<file path="config.mk">
export PLATFORM = sky130hd
export DESIGN_NAME = bank_ea_gen
export DESIGN_NICKNAME = d
export VERILOG_FILES = /design/src/rtl/bea_pkg.sv /design/src/rtl/bea_index_sel.sv /design/src/rtl/bea_bank0_calc.sv /design/src/rtl/bea_far_calc.sv /design/src/rtl/bank_ea_gen.sv
export SDC_FILE = /design/constraint.sdc
export NUM_CORES = 1
export LEC_CHECK = 0
export BUFFER_PORTS_ARGS = -buffer_cell sky130_fd_sc_hd__buf_2
export CORE_MARGIN = 2
export CORE_UTILIZATION = 30
export DETAILED_ROUTE_END_ITERATION = 12
export SETUP_SLACK_MARGIN = 0.4
export SYNTH_ARGS = -nofsm -noshare
export SYNTH_HDL_FRONTEND = slang
export SYNTH_SLANG_ARGS = --single-unit
</file>
<file path="constraint.sdc">
create_clock -name clk -period 5.2 [get_ports clk]
set_clock_uncertainty 0.15 [all_clocks]
set_input_delay 0.52 -clock clk [delete_from_list [all_inputs] [get_ports clk]]
set_output_delay 0.52 -clock clk [all_outputs]
set_load 0.03 [all_outputs]
</file>
<file path="src/rtl/bea_pkg.sv">
package bea_pkg;
    localparam int ADDR_W = 24;
    localparam int WORD_W = 16;
    localparam int BYTE_W = 8;
    localparam int BANK_W = ADDR_W - WORD_W;
    localparam int MODE_W = 4;

    typedef enum logic [MODE_W-1:0] {
        AM_DIR    = 4'd0,
        AM_DIR_X  = 4'd1,
        AM_DIR_Y  = 4'd2,
        AM_ABS    = 4'd3,
        AM_ABS_X  = 4'd4,
        AM_ABS_Y  = 4'd5,
        AM_LONG   = 4'd6,
        AM_LONG_X = 4'd7,
        AM_STK    = 4'd8
    } am_code_e;

    typedef enum logic [1:0] {
        K_DP   = 2'd0,
        K_STK  = 2'd1,
        K_ABS  = 2'd2,
        K_LONG = 2'd3
    } ea_kind_e;

    typedef enum logic [1:0] {
        IX_NONE = 2'd0,
        IX_X    = 2'd1,
        IX_Y    = 2'd2
    } idx_src_e;

    typedef struct packed {
        logic     legal;
        ea_kind_e kind;
        idx_src_e src;
    } am_dec_t;

    function automatic am_dec_t decode_mode(input logic [MODE_W-1:0] code);
        am_dec_t d;
        d.legal = 1'b1;
        d.kind  = K_DP;
        d.src   = IX_NONE;
        case (code)
            AM_DIR:    begin d.kind = K_DP;   d.src = IX_NONE; end
            AM_DIR_X:  begin d.kind = K_DP;   d.src = IX_X;    end
            AM_DIR_Y:  begin d.kind = K_DP;   d.src = IX_Y;    end
            AM_ABS:    begin d.kind = K_ABS;  d.src = IX_NONE; end
            AM_ABS_X:  begin d.kind = K_ABS;  d.src = IX_X;    end
            AM_ABS_Y:  begin d.kind = K_ABS;  d.src = IX_Y;    end
            AM_LONG:   begin d.kind = K_LONG; d.src = IX_NONE; end
            AM_LONG_X: begin d.kind = K_LONG; d.src = IX_X;    end
            AM_STK:    begin d.kind = K_STK;  d.src = IX_NONE; end
            default:   d.legal = 1'b0;
        endcase
        return d;
    endfunction
endpackage

</file>
<file path="src/rtl/bea_index_sel.sv">
module bea_index_sel
    import bea_pkg::*;
(
    input  idx_src_e             src,
    input  logic [WORD_W-1:0]    idx_x,
    input  logic [WORD_W-1:0]    idx_y,
    input  logic                 emu,
    input  logic                 idx_narrow,
    output logic [WORD_W-1:0]    idx
);
    logic [WORD_W-1:0] raw;
    logic              narrow;

    assign narrow = emu | idx_narrow;

    always_comb begin
        case (src)
            IX_X:    raw = idx_x;
            IX_Y:    raw = idx_y;
            default: raw = '0;
        endcase
    end

    assign idx = narrow ? {{(WORD_W-BYTE_W){1'b0}}, raw[BYTE_W-1:0]} : raw;
endmodule

</file>
<file path="src/rtl/bea_bank0_calc.sv">
module bea_bank0_calc
    import bea_pkg::*;
(
    input  logic [WORD_W-1:0] base,
    input  logic [BYTE_W-1:0] off8,
    input  logic [WORD_W-1:0] idx,
    input  logic              emu,
    output logic [WORD_W-1:0] addr
);
    logic [BYTE_W-1:0] short_off;
    logic [WORD_W-1:0] offset;

    assign short_off = off8 + idx[BYTE_W-1:0];

    always_comb begin
        if (emu)
            offset = {{(WORD_W-BYTE_W){1'b0}}, short_off};
        else
            offset = {{(WORD_W-BYTE_W){1'b0}}, off8} + idx;
    end

    assign addr = base + offset;
endmodule

</file>
<file path="src/rtl/bea_far_calc.sv">
module bea_far_calc
    import bea_pkg::*;
(
    input  logic [BANK_W-1:0] bank,
    input  logic [ADDR_W-1:0] op,
    input  logic [WORD_W-1:0] idx,
    input  logic              long_mode,
    input  logic              emu,
    output logic [ADDR_W-1:0] addr
);
    logic [ADDR_W-1:0] base;
    logic [WORD_W-1:0] in_bank;

    assign base    = long_mode ? op : {bank, op[WORD_W-1:0]};
    assign in_bank = op[WORD_W-1:0] + idx;

    always_comb begin
        if (!long_mode && emu)
            addr = {bank, in_bank};
        else
            addr = base + {{(ADDR_W-WORD_W){1'b0}}, idx};
    end
endmodule

</file>
<file path="src/rtl/bank_ea_gen.sv">
module bank_ea_gen
    import bea_pkg::*;
(
    input  logic              clk,
    input  logic              rst,
    input  logic              start,
    input  logic [3:0]        mode,
    input  logic [23:0]       operand,
    input  logic [15:0]       dp_base,
    input  logic [15:0]       sp_base,
    input  logic [7:0]        data_bank,
    input  logic [15:0]       idx_x,
    input  logic [15:0]       idx_y,
    input  logic              emu,
    input  logic              idx_narrow,
    output logic [23:0]       ea,
    output logic              ea_valid
);
    am_dec_t           dec;
    logic [WORD_W-1:0] idx;
    logic [WORD_W-1:0] near_base;
    logic [WORD_W-1:0] near_addr;
    logic [ADDR_W-1:0] far_addr;
    logic [ADDR_W-1:0] next_ea;
    logic              near_sel;
    logic              take;

    assign dec      = decode_mode(mode);
    assign near_sel = (dec.kind == K_DP) || (dec.kind == K_STK);
    assign near_base = (dec.kind == K_STK) ? sp_base : dp_base;
    assign take     = start && dec.legal;

    bea_index_sel u_idx (
        .src        (dec.src),
        .idx_x      (idx_x),
        .idx_y      (idx_y),
        .emu        (emu),
        .idx_narrow (idx_narrow),
        .idx        (idx)
    );

    bea_bank0_calc u_near (
        .base (near_base),
        .off8 (operand[BYTE_W-1:0]),
        .idx  (idx),
        .emu  (emu),
        .addr (near_addr)
    );

    bea_far_calc u_far (
        .bank      (data_bank),
        .op        (operand),
        .idx       (idx),
        .long_mode (dec.kind == K_LONG),
        .emu       (emu),
        .addr      (far_addr)
    );

    assign next_ea = near_sel ? {{BANK_W{1'b0}}, near_addr} : far_addr;

    always_ff @(posedge clk) begin
        if (rst) begin
            ea       <= '0;
            ea_valid <= 1'b0;
        end else begin
            ea_valid <= take;
            if (take)
                ea <= next_ea;
        end
    end


    valid_follows_start_chk: assert property (@(posedge clk) disable iff (rst)
        ea_valid |-> $past(start));


    hold_when_idle_chk: assert property (@(posedge clk) disable iff (rst)
        !ea_valid |-> $stable(ea));


    illegal_silent_chk: assert property (@(posedge clk) disable iff (rst)
        (start && !dec.legal) |=> !ea_valid);


    bank0_only_chk: assert property (@(posedge clk) disable iff (rst)
        (start && dec.legal && near_sel) |=> (ea[ADDR_W-1:WORD_W] == '0));


    emu_window_chk: assert property (@(posedge clk) disable iff (rst)
        (start && dec.legal && emu && dec.kind == K_DP)
            |=> ((ea[WORD_W-1:0] - $past(dp_base)) < 16'd256));


    emu_abs_bank_chk: assert property (@(posedge clk) disable iff (rst)
        (start && dec.legal && emu && dec.kind == K_ABS)
            |=> (ea[ADDR_W-1:WORD_W] == $past(data_bank)));
endmodule

</file>
# ---- Word level (Yosys, flattened, before mapping)
# Index checks and enable logic that the tools add are counted.
dict set report totals {
  ff_bits 25
  latchBits 0
  mem_bits_rw 0
  romBits 0
  inputBits 105
  out_inout_bits 25
  word_cells 36
  memories 0
}
dict set report classes {
  add_sub_neg 5
  multipliers 0
  n_div 0
  n_lt_le_gt_ge 0
  n_eq_ne 12
  shifts 0
  n_mux 9
  bitwise_logic 1
  n_reduce_logical 7
}
# operator n
set op_table {}
lappend op_table {{$mux 24} 3}
lappend op_table {{$mux 16} 3}
lappend op_table {{$add 16x16->16} 2}
lappend op_table {{$pmux 16 s2} 1}
lappend op_table {{$pmux 4 s8} 1}
lappend op_table {{$add 24x16->24} 1}
lappend op_table {{$add 8x16->16} 1}
lappend op_table {{$eq 4x3->1 const B} 4}
lappend op_table {{$reduce_or 9->1} 1}
lappend op_table {{$add 8x8->8} 1}
lappend op_table {{$eq 4x2->1 const B} 2}
lappend op_table {{$eq 2x1->1 const B} 2}
lappend op_table {{$eq 2x2->1 const B} 2}
lappend op_table {{$eq 4x1->1 const B} 1}
lappend op_table {{$eq 4x4->1 const B} 1}
lappend op_table {{$logic_not 4->1} 1}
lappend op_table {{$logic_and 1x1->1} 2}
lappend op_table {{$logic_not 2->1} 1}
lappend op_table {{$logic_not 1->1} 1}
lappend op_table {{$logic_or 1x1->1} 1}
lappend op_table {{$mux 1} 1}
lappend op_table {{$or 1x1->1} 1}

# ---- Logic depth before layout (Yosys ltp)
# Gate-level depths: netlist (run 1).
dict set report depth {
  word_depth 9
  ltp_mapped 31
  depth_no_buf 29
}

# ---- Modules after synthesis
# Synthesis (run 1) repeated with hierarchy kept, for this count alone.
dict set report unflattened {
  hier_cells 533
  area_unflattened_um2 4222.8
}
# module n_inst cells_per_inst area_per_inst_um2 seq_area_each_um2
set modules_own_cells {}
lappend modules_own_cells {bank_ea_gen 1 166 1525.2 500.5}
lappend modules_own_cells {bea_far_calc 1 163 1221.2 0.0}
lappend modules_own_cells {bea_bank0_calc 1 161 1212.4 0.0}
lappend modules_own_cells {bea_index_sel 1 43 264.0 0.0}

# ---- Worst setup path after synthesis (run 1)
# Ideal clock, no wire load.
dict set report synth_timing {
  path_kind {input port to flip-flop}
  from {in mode[2]}
  to {reg ea[14]}
  setup_ns 0.101
  t_arrival_ns 5.278
  required_time_ns 4.949
  path_slack_ns -0.329
  cell_stages 29
  path_buffers 2
  path_cell_list {nand2b_1 > or2_2 > nand2_1 > nand2_1 > inv_1 > ha_1 > clkbuf_1 > clkbuf_1 > a22oi_1 > or2_2 > inv_1 > ha_1 > a211o_1 > a2111oi_4 > o21ai_0 > a21oi_2 > nor2_1 > xor2_1 > nor2_1 > ha_1 > and2_1 > a31oi_1 > o31ai_1 > o21ai_1 > nand2b_1 > a21oi_1 > o21ai_0 > xnor2_1 > o41ai_1}
}
dict set report synth_via {
  elab_chain_len 9
  elab_cells_between_ends 32
  classes_between {5 x add/sub; 12 x eq/ne; 8 x mux; 7 x reduce/logical}
}
# item line
set synth_lines {}
lappend synth_lines {{start: declaration} bank_ea_gen.sv:7} ;# input logic [3:0] mode,
lappend synth_lines {{$eq 4x4->1 (tied with other cells)} bea_pkg.sv:44} ;# case (code)
lappend synth_lines {{$pmux 4 s8} bea_pkg.sv:44}
lappend synth_lines {{$eq 2x2->1 or $eq 2x1->1 (tied branches)} bea_index_sel.sv:17} ;# case (src)
lappend synth_lines {{$pmux 16 s2} bea_index_sel.sv:17}
lappend synth_lines {{$mux 16} bea_index_sel.sv:24} ;# assign idx = narrow ? {{(WORD_W-BYTE_W){1'b0}}, raw[BYTE_W-1:0]} : raw;
lappend synth_lines {{$add 8x16->16 or $add 8x8->8 (tied branches)} {bea_bank0_calc.sv:19, bea_bank0_calc.sv:13}}
lappend synth_lines {{$mux 16} bea_bank0_calc.sv:16} ;# if (emu)
lappend synth_lines {{$add 16x16->16} bea_bank0_calc.sv:22} ;# assign addr = base + offset;
lappend synth_lines {{$mux 24} bank_ea_gen.sv:59} ;# assign next_ea = near_sel ? {{BANK_W{1'b0}}, near_addr} : far_addr;
lappend synth_lines {{end signal: assignment} bank_ea_gen.sv:68} ;# ea <= next_ea;
lappend synth_lines {{end: declaration} bank_ea_gen.sv:16} ;# output logic [23:0] ea,
# Parallel ways exist; a longest one is shown, timed or not.
# A chain may end at the register's enable or synchronous reset.

# ---- Worst setup path after layout (run 1)
# Ends and elaborated chain as after synthesis.

==> results of run 1 <==
## worst max-delay path by stage
stage	start	to	slack (ns)	depth (start not counted)
after floorplan	mode[2]	ea[15]$_SDFFE_PP0P_	0.14	30
after global placement	mode[2]	ea[15]$_SDFFE_PP0P_	-0.02	29
after detailed placement	mode[1]	ea[15]$_SDFFE_PP0P_	-0.18	29
after CTS	mode[2]	ea[15]$_SDFFE_PP0P_	0.19	29
after global routing	mode[2]	ea[13]$_SDFFE_PP0P_	-0.08	29
final	mode[2]	ea[14]$_SDFFE_PP0P_	0.18	28
## timing repair
action	CTS	global route
gates resized for setup	16	38
pin swaps	14	24
setup buffers	9	9
setup endpoints to repair	6	8
## area by class of cell
class / count / area [µm²]
multi-input cells: 382 / 3010
repair buffers: 178 / 1040
fillers: 1122 / 6080
well taps: 140 / 175
inverters: 13 / 51.3
clock buffers: 4 / 78.8
flip-flops and latches: 25 / 500
## per-stage QoR
step / cells / util, %
2_1_floorplan: 439 / -
3_3_place_gp: 720 / 40.3
3_5_place_dp: 720 / 40.3
4_1_cts: 733 / 42.1
5_1_grt: 742 / 44.4
6_report: 742 / 44.4
## state kept, by name, indices dropped and copies added (netlist names)
register,count
ea_valid,1
ea,24
## kinds of logic after synthesis
logic type	count (synthesis)	share of synthesized area (%)
flip-flops	25	14.8
AND/OR/NAND/NOR	160	22.8
buffers and inverters	32	4.11
adder cells (fa/ha/maj)	36	13.8
multiplexers	23	7.41
AO/OA/AOI/OAI	118	25.4
XOR/XNOR	45	11.7
## per-layer routing
| layer | part of all wire [%] | up-vias | track usage (%) |
|---|---|---|---|
| li1 | - | 1927 | - |
| met1 | 46 | 1736 | 23.1 |
| met2 | 48 | 95 | 29.6 |
| met3 | 4.5 | 13 | 1.35 |
| met4 | 1.6 | 0 | 5.00 |
| met5 | 0 | - | 0 |
## worst max-delay path: cells and delay by family
kind | cells | cell delay (ns)
compound gates | 11 | 2.07
simple gates | 9 | 1.22
fa+ha+maj | 3 | 0.68
xor+xnor | 2 | 0.28
buf+inv | 3 | 0.24
## cells in the mapped netlist (7+ instances only)
master,number,share of area [%]
dfxtp_1,25,15
nor2_1,64,7.1
xnor2_1,33,8.6
o21ai_0,15,2.2
nor3_1,14,2.1
clkbuf_1,15,1.7
mux2i_1,7,2.1
mux2_2,16,5.3
a211oi_1,7,1.6
a21oi_1,21,3.1
inv_1,13,1.4
xor2_1,12,3.1
ha_1,34,13
nand3_1,11,1.6
a22oi_1,20,4.4
nand2_1,31,3.4
## power by group through the flow
stage,Clock [mW],Combinational [mW],Sequential [mW]
after global placement,0,0.343,0.215
after CTS,0.176,0.360,0.212
after floorplan,0,0.204,0.243
after detailed placement,0,0.348,0.216
final,0.173,0.391,0.211
after global routing,0.183,0.428,0.213
==> out/qor.yml, run 1 <==
outcome:
  status: "finished, final reports clean"
sta:
  slew_headroom_pct: 21.6
  rsz0062_at_grt: "yes"
  period_share_pct: 96.6
  fin_crit_ns: 5.02
  setup_ws_ns: 0.179
  finalHoldViolCount: 0
  slew_viol_final: 0
  fmax_mhz: 199
  tightest_slew_ns: 1.17
  setup_viol: 0
  hold_ws_ns: 0.298
  tns_ns: 0
pwr:
  power.density_nw_per_um2: 159
  leakagePower_nw: 2.20
  power_frac_seq_pct: 27.3
  clkPwrFrac_pct: 22.3
  combPwrFrac_pct: 50.4
  p_total_mw: 0.774
  p_int_mw: 0.487
  peakVddDrop_mv: 0.102
  sw_frac_of_total_pct: 37.1
  switchingPower_mw: 0.287
layout:
  drive_above_1_share_pct: 43.4
  design_area_um2: 4860
  syn_to_final_growth_pct: 43.7
  final_cell_mix: "buf_2 (128), nor2_1 (62), buf_4 (45)"
  nNetsFinal: 744
  final_common_cell: "buf_2"
  n_antenna_cell: 0
floorplan:
  pin_count: 130
  dieArea_um2: 12100
  initial_utilization_pct: 30.9
  die_w_um: 110
  fp-row-count: 38
  core_um2: 10900
  dieHeight_um: 110
grt:
  grt_overflow: 0
  grt_pass1_wl_um: 16700
  grt_max_degree: 24
  grt_pass1_vias: 3589
  antenna_found_initial: 0
  grt.total_usage_pct: 17.2
min_path:
  holdPathStages: 2
  hold_start: "ea[2]$_SDFFE_PP0P_"
  hp-class: "flop to flop"
  min_to: "ea[2]$_SDFFE_PP0P_"
detailed_routing:
  viasPerCell: 5.08
  drcViolationCount: 0
  num_vias: 3771
  wl_per_cell_um: 14.9
  drtIter0Drc: 88
  ant_nets: 0
  finalWirelength_um: 11100
  dr.pass1.iters: 4
critical_path:
  crit_path_end_kind: "flop"
  crit_arrival_ns: 5.03
  r2r_cells: 2
  rr_startpoint: "ea[5]$_SDFFE_PP0P_"
  crit_required_ns: 5.21
  start_kind: "input port"
  worstPathMaxFanout: 5
  slowest_delay_ns: 0.41
  slowest_stage: "a2111oi_4"
  critical_path_class: "input port to flop"
  crit-reg2reg-capture: "ea[5]$_SDFFE_PP0P_"
  r2r_slack_ns: 4.31
synthesis:
  synth_nets: 580
  synth_flop_cell: "dfxtp_1"
  ys_ff_latch: 25
  synth-edff-count: 0
  syn_area_um2: 3380
  synthArstFlopShare_pct: 0
  ys_seq_area_share_pct: 14.8
  syn_area_per_cell_um2: 7.70
  synth_cell_types: 65
  yosysWarnings: 0
  netlist_instances: 439
placement:
  dp_slack_ns: -0.178
  dpl_cell_area_um2: 4400
  dpl.hpwl_um: 8970
  port_buffers: 129
  routabilityCongestion: 0.872
clock_tree:
  holdBufCountCts: 0
  cts_buffers: 3
  clockBufferDepth: 2
  cts_root_buffer: "clkbuf_16"
  clkSlewWorstSetupHoldPaths_ns: 0.07
  clkLatencyLatePin_ns: 0.26
  cts_tree: "done"
  cts.sinks: 25
  h-tree-depth: 1
job:
  drv_cap: 0
Note: power is estimated with default switching activity, not from simulation.
==> inputs of run 2 (changes only) <==
CORE_ASPECT_RATIO = 0.7   (was unset)
==> out/qor.yml, run 2 (synthesized netlist as in run 1, its figures left out) <==
layout:
  drive_above_1_share_pct: 48.1  # +4.7 points
  design_area_um2: 5150  # +6.1%
  n_antenna_cell: 0  # unchanged
  nNetsFinal: 760  # +2.2%
  syn_to_final_growth_pct: 52.5
  top_register: "ea"
  fillers: 1068  # -4.8%
  reg_top3: "ea (24), ea_valid (1)"
  fin_util_pct: 46.8  # +2.4 points
  largest_reg_flops: 24  # unchanged
  final_common_cell: "buf_2"
  layout.cells.non_filler: 771  # +3.9%
  final_cell_mix: "buf_2 (127), nor2_1 (60), buf_4 (59)"
placement:
  dp_slack_ns: -0.221  # -0.0428 ns
  routabilityCongestion: 0.885  # +1.4%
  dp_cells: 736  # +2.2%
  dpl_cell_area_um2: 4440  # +0.88%
  dpl.hpwl_um: 9360  # +4.4%
  port_buffers: 129  # unchanged
critical_path:
  worstPathMaxFanout: 4  # -1
  critPathBufInv: 6  # +3
  slowest_delay_ns: 0.33  # -0.08 ns
  slowest_stage: "a2111oi_4"
  start_kind: "input port"
  critical_path_class: "input port to flop"
  crit_path_end_kind: "flop"
  crit_required_ns: 5.22  # about the same
  crit_arrival_ns: 5.10  # +0.07 ns
  cp_top_family: "compound AO/OA/AOI/OAI gates"
sta:
  fmax_mhz: 197  # -1.2%
  rsz0062_at_grt: "yes"
  slew_viol_final: 0  # unchanged
  tightest_slew_ns: 1.21  # +0.0403 ns
  setup_ws_ns: 0.118  # -0.0615 ns
  setup_viol: 0  # unchanged
  fin_crit_ns: 5.08  # +0.0615 ns
  hold_ws_ns: 0.299  # +0.000869 ns
  slew_headroom_pct: 18.9  # -2.7 points
  finalHoldViolCount: 0  # unchanged
  period_share_pct: 97.7  # +1.2 points
  tns_ns: 0  # unchanged
grt:
  grt_pass1_vias: 3679  # +2.5%
  grt_overflow: 0  # unchanged
  antenna_found_initial: 0  # unchanged
  grt_max_degree: 24  # unchanged
  grt_pass1_wl_um: 18000  # +7.4%
  grt.total_usage_pct: 18.5  # +1.3 points
floorplan:
  die_w_um: 131  # +19%
  initial_utilization_pct: 30.7  # -0.21 points
  dieArea_um2: 12100  # +0.12%
  core_um2: 11000  # +0.69%
  fp-row-count: 32  # -16%
  dieHeight_um: 92.8  # -16%
  pin_count: 130  # unchanged
detailed_routing:
  dr.pass1.iters: 4  # unchanged
  top_layer: "met4"
  num_vias: 3883  # +3.0%
  drcViolationCount: 0  # unchanged
  wl_met3_um: 735  # +48%
  wl_per_cell_um: 15.5  # +4.0%
  finalWirelength_um: 12000  # +8.1%
  drtIter0Drc: 256  # +190%
  viasPerCell: 5.04  # -0.90%
  ant_nets: 0  # unchanged
  wl_met1_um: 6040  # +18%
  met2WireLength_um: 5080  # -3.5%
clock_tree:
  cts_buffers: 3  # unchanged
  clkSlewWorstSetupHoldPaths_ns: 0.06  # about the same
  cts_root_buffer: "clkbuf_16"
  h-tree-depth: 1  # unchanged
  cts.sinks: 25  # unchanged
  clkLatencyLatePin_ns: 0.25  # about the same
  clockBufferDepth: 2  # unchanged
  cts_tree: "done"
pwr:
  clkPwrFrac_pct: 20.9  # -1.4 points
  peakVddDrop_mv: 0.108  # +6.0%
  p_int_mw: 0.507  # +4.0%
  sw_frac_of_total_pct: 37.7  # +0.60 points
  p_total_mw: 0.813  # +5.0%
  leakagePower_nw: 2.33  # +6.1%
  power.density_nw_per_um2: 158  # -1.0%
  power_frac_seq_pct: 26.1  # -1.2 points
  combPwrFrac_pct: 53.0  # +2.6 points
  switchingPower_mw: 0.306  # +6.7%
job:
  drv_cap: 0  # unchanged
outcome:
  status: "finished, final reports clean"
min_path:
  hp-class: "flop to flop"
## run 2: path summary, 6_finish.rpt
kind	start	end	slack, ns	depth (start not counted)
worst max-delay path	mode[2]	ea[12]$_SDFFE_PP0P_	0.12	31
worst min-delay path	ea[2]$_SDFFE_PP0P_	ea[2]$_SDFFE_PP0P_	0.30	2
worst max register to register	ea[12]$_SDFFE_PP0P_	ea[12]$_SDFFE_PP0P_	4.29	2
worst min register to register	ea[2]$_SDFFE_PP0P_	ea[2]$_SDFFE_PP0P_	0.30	2
## run 2: power by group through the flow
stage	logic (mW)	registers, mW	clock network, mW
floorplan	0.204	0.243	0
global placement	0.347	0.216	0
detailed placement	0.352	0.216	0
CTS	0.390	0.212	0.173
global route	0.467	0.213	0.179
finish	0.431	0.212	0.170
## run 2: layout make-up
class	instances	area [µm²]	area share (%)
inverter	13	51.3	0.996
clock buffer	3	75.1	1.46
clock inverter	1	5.00	0.0971
timing repair buffer	194	1170	22.8
sequential	25	500	9.71
tap	153	191	3.72
multi-input combinational	382	3160	61.3
## run 2: worst reg2reg max path, stage by stage (launching register included)
cell,delay (ns)
dfxtp_1,0.33
nor2_1,0.06
nor4_2,0.28
## run 2: what timing repair did
item,4_1_cts,5_1_grt
gates resized for setup,43,37
hold endpoints to repair,0,0
setup endpoints to repair,6,10
cloned,0,0
buffers inserted,24,7
hold buffers,0,0
pin swaps,23,20
## run 2: layer usage
layer	vias to the layer above	GRT usage, %
li1	1972	-
met1	1760	27.5
met2	141	28.9
met3	10	1.68
met4	0	3.81
met5	-	0
